$ cat src/rtl/inl_corr_pkg.sv
package inl_corr_pkg;
  localparam int NUM_COEF   = 4;
  localparam int COEF_SEL_W = $clog2(NUM_COEF);
  localparam int PIPE_LAT   = 4;

  typedef enum logic [COEF_SEL_W-1:0] {
    CIX_B0 = 2'd0,
    CIX_B1 = 2'd1,
    CIX_B2 = 2'd2,
    CIX_B3 = 2'd3
  } coef_idx_e;
endpackage

$ cat src/rtl/inl_coef_bank.sv
module inl_coef_bank
  import inl_corr_pkg::*;
#(
  parameter int COEF_W = 16
) (
  input  logic                         clk,
  input  logic                         rst,
  input  logic                         wr_en,
  input  logic [COEF_SEL_W-1:0]        wr_sel,
  input  logic [COEF_W-1:0]            wr_data,
  input  logic                         commit,
  output logic [NUM_COEF*COEF_W-1:0]   act_flat
);
  logic [COEF_W-1:0] shadow [NUM_COEF];

  always_ff @(posedge clk) begin
    if (rst) begin
      for (int i = 0; i < NUM_COEF; i++) shadow[i] <= '0;
      act_flat <= '0;
    end else begin
      if (wr_en) shadow[wr_sel] <= wr_data;
      if (commit)
        for (int i = 0; i < NUM_COEF; i++) act_flat[i*COEF_W +: COEF_W] <= shadow[i];
    end
  end

  for (genvar g = 0; g < NUM_COEF; g++) begin : g_chk
    AST_COMMIT_COPY: assert property (@(posedge clk) disable iff (rst)
      commit |=> act_flat[g*COEF_W +: COEF_W] == $past(shadow[g]));
  end

  AST_ACTIVE_HOLD: assert property (@(posedge clk) disable iff (rst)
    !commit |=> $stable(act_flat));
endmodule

$ cat src/rtl/inl_horner_step.sv
module inl_horner_step #(
  parameter int CODE_W = 14,
  parameter int COEF_W = 16,
  parameter int ACC_W  = 18
) (
  input  logic                     clk,
  input  logic                     rst,
  input  logic                     vld_in,
  input  logic                     byp_in,
  input  logic [CODE_W-1:0]        x_in,
  input  logic signed [ACC_W-1:0]  acc_in,
  input  logic signed [COEF_W-1:0] add_in,
  output logic                     vld_out,
  output logic                     byp_out,
  output logic [CODE_W-1:0]        x_out,
  output logic signed [ACC_W-1:0]  acc_out
);
  localparam int PROD_W = ACC_W + CODE_W + 1;

  logic signed [PROD_W-1:0] a_ext, x_ext, prod;
  logic signed [ACC_W-1:0]  add_ext, nxt;

  always_comb begin
    a_ext   = PROD_W'(acc_in);
    x_ext   = PROD_W'({1'b0, x_in});
    prod    = a_ext * x_ext;
    add_ext = ACC_W'(add_in);
    nxt     = ACC_W'(prod >>> CODE_W) + add_ext;
  end

  always_ff @(posedge clk) begin
    if (rst) begin
      vld_out <= 1'b0;
      byp_out <= 1'b0;
    end else begin
      vld_out <= vld_in;
      byp_out <= byp_in;
    end
    x_out   <= x_in;
    acc_out <= nxt;
  end

  AST_STEP_VLD: assert property (@(posedge clk) disable iff (rst)
    vld_in |=> vld_out);
  AST_STEP_IDLE: assert property (@(posedge clk) disable iff (rst)
    !vld_in |=> !vld_out);
endmodule

$ cat src/rtl/inl_round_sat.sv
module inl_round_sat #(
  parameter int ACC_W  = 18,
  parameter int FRAC_W = 8,
  parameter int OUT_W  = 6
) (
  input  logic                    clk,
  input  logic                    rst,
  input  logic                    vld_in,
  input  logic                    byp_in,
  input  logic signed [ACC_W-1:0] acc_in,
  output logic                    corr_vld,
  output logic [OUT_W-1:0]        corr
);
  localparam int RND_W = ACC_W + 1 - FRAC_W;
  localparam logic signed [ACC_W:0]   HALF = (ACC_W+1)'(1 << (FRAC_W-1));
  localparam logic signed [RND_W-1:0] MAXV = RND_W'((1 << (OUT_W-1)) - 1);
  localparam logic signed [RND_W-1:0] MINV = RND_W'(-(1 << (OUT_W-1)));

  logic signed [ACC_W:0]   rsum;
  logic signed [RND_W-1:0] rnd;
  logic [OUT_W-1:0]        sat;

  always_comb begin
    rsum = (ACC_W+1)'(acc_in) + HALF;
    rnd  = RND_W'(rsum >>> FRAC_W);
    if (rnd > MAXV)      sat = OUT_W'(MAXV);
    else if (rnd < MINV) sat = OUT_W'(MINV);
    else                 sat = OUT_W'(rnd);
  end

  always_ff @(posedge clk) begin
    if (rst) begin
      corr_vld <= 1'b0;
      corr     <= '0;
    end else begin
      corr_vld <= vld_in;
      corr     <= (vld_in && !byp_in) ? sat : '0;
    end
  end

  AST_IDLE_ZERO: assert property (@(posedge clk) disable iff (rst)
    !corr_vld |-> corr == '0);
  AST_BYPASS_ZERO: assert property (@(posedge clk) disable iff (rst)
    (vld_in && byp_in) |=> (corr_vld && corr == '0));
  AST_SAT_HIGH: assert property (@(posedge clk) disable iff (rst)
    (vld_in && !byp_in && rnd > MAXV) |=> corr == OUT_W'(MAXV));
  AST_SAT_LOW: assert property (@(posedge clk) disable iff (rst)
    (vld_in && !byp_in && rnd < MINV) |=> corr == OUT_W'(MINV));
endmodule

$ cat src/rtl/inl_cubic_corr.sv
module inl_cubic_corr
  import inl_corr_pkg::*;
#(
  parameter int CODE_W = 14,
  parameter int COEF_W = 16,
  parameter int FRAC_W = 8,
  parameter int OUT_W  = 6
) (
  input  logic                  clk,
  input  logic                  rst,
  input  logic                  code_vld,
  input  logic [CODE_W-1:0]     code,
  input  logic                  bypass,
  input  logic                  cf_wr_en,
  input  logic [COEF_SEL_W-1:0] cf_wr_sel,
  input  logic [COEF_W-1:0]     cf_wr_data,
  input  logic                  cf_commit,
  output logic                  corr_vld,
  output logic [OUT_W-1:0]      corr
);
  localparam int ACC_W = COEF_W + 2;

  logic [NUM_COEF*COEF_W-1:0] act_flat;
  logic signed [COEF_W-1:0]   b0, b1, b2, b3;
  logic signed [COEF_W-1:0]   s1_b1, s1_b0, s2_b0;

  logic                     v1, v2, v3, p1, p2, p3;
  logic [CODE_W-1:0]        x1, x2, x3;
  logic signed [ACC_W-1:0]  a2, a1, a0, b3_ext;

  inl_coef_bank #(.COEF_W(COEF_W)) u_bank (
    .clk(clk), .rst(rst), .wr_en(cf_wr_en), .wr_sel(cf_wr_sel),
    .wr_data(cf_wr_data), .commit(cf_commit), .act_flat(act_flat)
  );

  always_comb begin
    b0     = $signed(act_flat[int'(CIX_B0)*COEF_W +: COEF_W]);
    b1     = $signed(act_flat[int'(CIX_B1)*COEF_W +: COEF_W]);
    b2     = $signed(act_flat[int'(CIX_B2)*COEF_W +: COEF_W]);
    b3     = $signed(act_flat[int'(CIX_B3)*COEF_W +: COEF_W]);
    b3_ext = ACC_W'(b3);
  end

  // Lower-order coefficients travel with their sample so a commit never splits one.
  always_ff @(posedge clk) begin
    s1_b1 <= b1;
    s1_b0 <= b0;
    s2_b0 <= s1_b0;
  end

  inl_horner_step #(.CODE_W(CODE_W), .COEF_W(COEF_W), .ACC_W(ACC_W)) u_st3 (
    .clk(clk), .rst(rst), .vld_in(code_vld), .byp_in(bypass), .x_in(code),
    .acc_in(b3_ext), .add_in(b2),
    .vld_out(v1), .byp_out(p1), .x_out(x1), .acc_out(a2)
  );

  inl_horner_step #(.CODE_W(CODE_W), .COEF_W(COEF_W), .ACC_W(ACC_W)) u_st2 (
    .clk(clk), .rst(rst), .vld_in(v1), .byp_in(p1), .x_in(x1),
    .acc_in(a2), .add_in(s1_b1),
    .vld_out(v2), .byp_out(p2), .x_out(x2), .acc_out(a1)
  );

  inl_horner_step #(.CODE_W(CODE_W), .COEF_W(COEF_W), .ACC_W(ACC_W)) u_st1 (
    .clk(clk), .rst(rst), .vld_in(v2), .byp_in(p2), .x_in(x2),
    .acc_in(a1), .add_in(s2_b0),
    .vld_out(v3), .byp_out(p3), .x_out(x3), .acc_out(a0)
  );

  inl_round_sat #(.ACC_W(ACC_W), .FRAC_W(FRAC_W), .OUT_W(OUT_W)) u_out (
    .clk(clk), .rst(rst), .vld_in(v3), .byp_in(p3), .acc_in(a0),
    .corr_vld(corr_vld), .corr(corr)
  );

  logic [2:0] since_rst;
  always_ff @(posedge clk) begin
    if (rst)                     since_rst <= '0;
    else if (since_rst < 3'(PIPE_LAT)) since_rst <= since_rst + 3'd1;
  end

  AST_LATENCY: assert property (@(posedge clk) disable iff (rst)
    (since_rst >= 3'(PIPE_LAT)) |-> corr_vld == $past(code_vld, 4));
  AST_CODE_UNUSED_LAST: assert property (@(posedge clk) disable iff (rst)
    v3 |-> x3 == $past(code, 3));
endmodule

$ cat config.mk
export PLATFORM = sky130hd
export DESIGN_NAME = inl_cubic_corr
export DESIGN_NICKNAME = d
export VERILOG_FILES = /design/src/rtl/inl_corr_pkg.sv /design/src/rtl/inl_coef_bank.sv /design/src/rtl/inl_horner_step.sv /design/src/rtl/inl_round_sat.sv /design/src/rtl/inl_cubic_corr.sv
export SDC_FILE = /design/constraint.sdc
export NUM_CORES = 2
export LEC_CHECK = 0
export CAP_MARGIN = 10
export CORE_MARGIN = 10
export CORE_UTILIZATION = 57
export CTS_CLUSTER_DIAMETER = 30
export DETAILED_ROUTE_END_ITERATION = 8
export PLACE_DENSITY = 0.82
export RECOVER_POWER = 25
export SLEW_MARGIN = 20
export SYNTH_ARGS = -nofsm -noshare
export SYNTH_HDL_FRONTEND = slang
export SYNTH_SLANG_ARGS = --single-unit
export TNS_END_PERCENT = 20
$ cat constraint.sdc
create_clock -name clk -period 11 [get_ports clk]
set_input_delay 2.2 -clock clk [delete_from_list [all_inputs] [get_ports clk]]
set_output_delay 2.2 -clock clk [all_outputs]
set_load 0.05 [all_outputs]
==> metrics.yaml <==
critical_path:
  critPathArrivalTime_ps: 10610
  slowest_stage: "o41ai_1"
  critPathMaxFanout: 16
  end_kind: "flop"
  cp.required_ps: 11410
  worst-path-buf-inv: 10
  crit_path_start_kind: "input port"
  cp_common_cell: "inv_1"
  slowest_delay_ps: 760
  path_class: "input port to flop"
  cp_top_family: "compound AO/OA/AOI/OAI gates"
timing:
  setup_tns_ps: 0
  min_period_ps: 10200
  timing.fmax_mhz: 98.0
  setup_violations: 0
  hold_viol: 0
  slew_violations: 41
  maxSlewHeadroom_pct: -12.1
  timing.final.crit_share_pct: 92.8
  rsz0062_at_grt: "false"
  tightest_slew_ps: 1680
  fin_skew_ps: 33.6
global_route:
  grt-ovfl-total: 0
  grt_pass1_vias: 26247
  antenna_found_initial: 4
  grt_max_degree: 42
  grt_pass1_wl_um: 134000
  track_usage_pct: 23.2
synth:
  synthesis.instances: 3562
  synth_edf_count: 64
  netlist_area_mm2: 0.0350
  syn_nets: 4562
  synth_top_area_share_pct: 39.6
  synth_top_cell_by_area: "fa_1"
  yosysSeqAreaShare_pct: 16.9
  avgSynthCellArea_um2: 9.83
  ys_types: 70
  synthArstFlopShare_pct: 0
  ys_ff_latch: 264
  synth.area.top_cells: "fa_1, dfxtp_1, ha_1, and2_1, inv_1"
  yosysWarnings: 0
  synth-main-ff-cell: "dfxtp_1"
cts:
  cts_tree: "built"
  post_cts_buffers: 0
  cts_sinks: 264
  clock_latency_ps: 560
  holdBufCountCts: 0
  ctsResizeCount: 0
  cts_root_buffer: "clkbuf_16"
  clockBufferDepth: 3
  path_clk_slew_ps: 50
  htree_levels: 2
  cts_buffers: 46
detailed_routing:
  top_layer: "met5"
  drtPass1Iterations: 7
  final_antenna_net_count: 0
  viasPerCell: 5.42
  routedWlPerCell_um: 18.0
  totalWireLength_um: 78800
  wl_met3_um: 6380
  drt_iter0_drc: 1630
  wl_met1_um: 31700
  route.met2.wl_um: 38500
  drc: 0
  vias: 23734
floorplan:
  dieWidth_um: 268
  io_pins: 45
  core_mm2: 0.0606
  floorplan.initialDensity_pct: 57.8
  floorplan.rows: 90
  die-area_mm2: 0.0718
  die_h_um: 268
place:
  portBuffers: 44
  place_congestion: 0.896
  dp_hpwl_um: 61600
run_status:
  violations: "max-capacitance violations, max-slew violations"
  status: "complete, but fails checks"
hold_path:
  min_path_type: "flop to flop"
finish:
  n_antenna_cell: 0
  final_nets: 4556
  syn_to_final_growth_pct: 7.88
  drive_above_1_share_pct: 3.20
flow_run:
  maxCapViolations: 1
metal layers:
| metal | up-vias | track usage [%] |
|---|---|---|
| met2 | 863 | 39.8 |
| met5 | - | 0 |
| met3 | 168 | 4.44 |
| met4 | 4 | 6.82 |
| met1 | 12019 | 29.5 |
| li1 | 10680 | - |
final cells by class:
| cell class | count | area, um^2 |
|---|---|---|
| multi-input combinational | 2415 | 25800 |
| clock inverter | 30 | 399 |
| tap | 782 | 978 |
| inverter | 758 | 2850 |
| sequential | 264 | 5930 |
| clock buffer | 56 | 1260 |
| timing repair buffer | 71 | 586 |
| fill | 4708 | 22800 |
sequential cells by signal, indices dropped and copies added (netlist names):
register	cells
u_st3.x_out	14
s2_b0	16
u_st3.byp_out	1
u_bank.act_flat	64
u_out.corr	6
u_st1.vld_out	1
u_st2.vld_out	1
u_st1.byp_out	1
u_st2.acc_out	18
u_st3.acc_out	18
u_st1.acc_out	11
u_bank.shadow	64
u_st2.x_out	14
u_st2.byp_out	1
s1_b1	16
u_st3.vld_out	1
u_out.corr_vld	1
s1_b0	16
cell usage after synthesis, types with 8 or more instances:
library cell / instances
a21o_1: 26
o21ai_0: 37
o21a_1: 8
nor3_1: 14
clkbuf_1: 125
nor2_1: 137
nand2_1: 320
nor2b_1: 20
dfxtp_1: 200
mux2i_1: 64
and2_1: 494
a21oi_1: 69
inv_1: 758
o21bai_1: 11
nand2b_1: 17
edfxtp_1: 64
nand3_1: 18
fa_1: 693
xor2_1: 28
ha_1: 269
and3_1: 10
xnor2_1: 85
final timing paths:
path | start | to | slack [ps] | cells after the start
max | code[4] | u_st3.acc_out[16] | 800 | 33
min | s1_b0[2] | s2_b0[2] | 320 | 0
max reg2reg | u_st3.x_out[3] | u_st2.acc_out[17] | 2020 | 24
min reg2reg | s1_b0[2] | s2_b0[2] | 320 | 0
per-stage QoR:
step	cell area (um^2)	utilization, %	cells	hold WS [ps]	setup slack [ps]
after detailed placement	36200	59.7	4290	312	510
after global routing	37800	62.4	4376	334	220
after CTS	37800	62.5	4376	325	1040
after global placement	36200	59.7	4290	311	641
final	37800	62.4	4376	324	797
after floorplan	35000	-	3562	310	1730
placed cells by master, fill, tap and decap left out, types with 4 or more instances in the layout:
cell             netlist  final
a31oi_1                5      5
dfxtp_1              200    200
and3_1                10     10
buf_4                  0     15
clkbuf_1             125     19
clkinvlp_4             0      4
xnor2_1               85     85
nand2_1              320    320
o41ai_1                4      4
a211oi_1               6      6
inv_8                  0      5
nand3_1               18     18
nand4_1                6      6
nor2_1               137    137
mux2i_1               64     64
o21ai_0               37     37
clkdlybuf4s50_1        0     42
clkbuf_16              0     48
xor2_1                28     28
nand2b_1              17     17
fa_1                 693    693
bufinv_16              0      4
inv_6                  0      6
nor2b_1               20     20
o21bai_1              11     11
o21a_1                 8      8
a21o_1                26     26
nor3_1                14     14
ha_1                 269    269
inv_1                758    758
o31ai_1                5      5
a21oi_1               69     69
and2_1               494    494
or2_2                  4      4
edfxtp_1              64     64
cell families after synthesis:
group	share of synthesized area, %
buf+inv	9.46
simple gates	15.6
fa+ha+maj	49.2
xor+xnor	2.83
compound gates	4.11
flops	16.9
mux	1.83
Power is left out: the tool's default activity adds up to more than one toggle a clock period on the data nets, which glitch-free logic cannot reach.
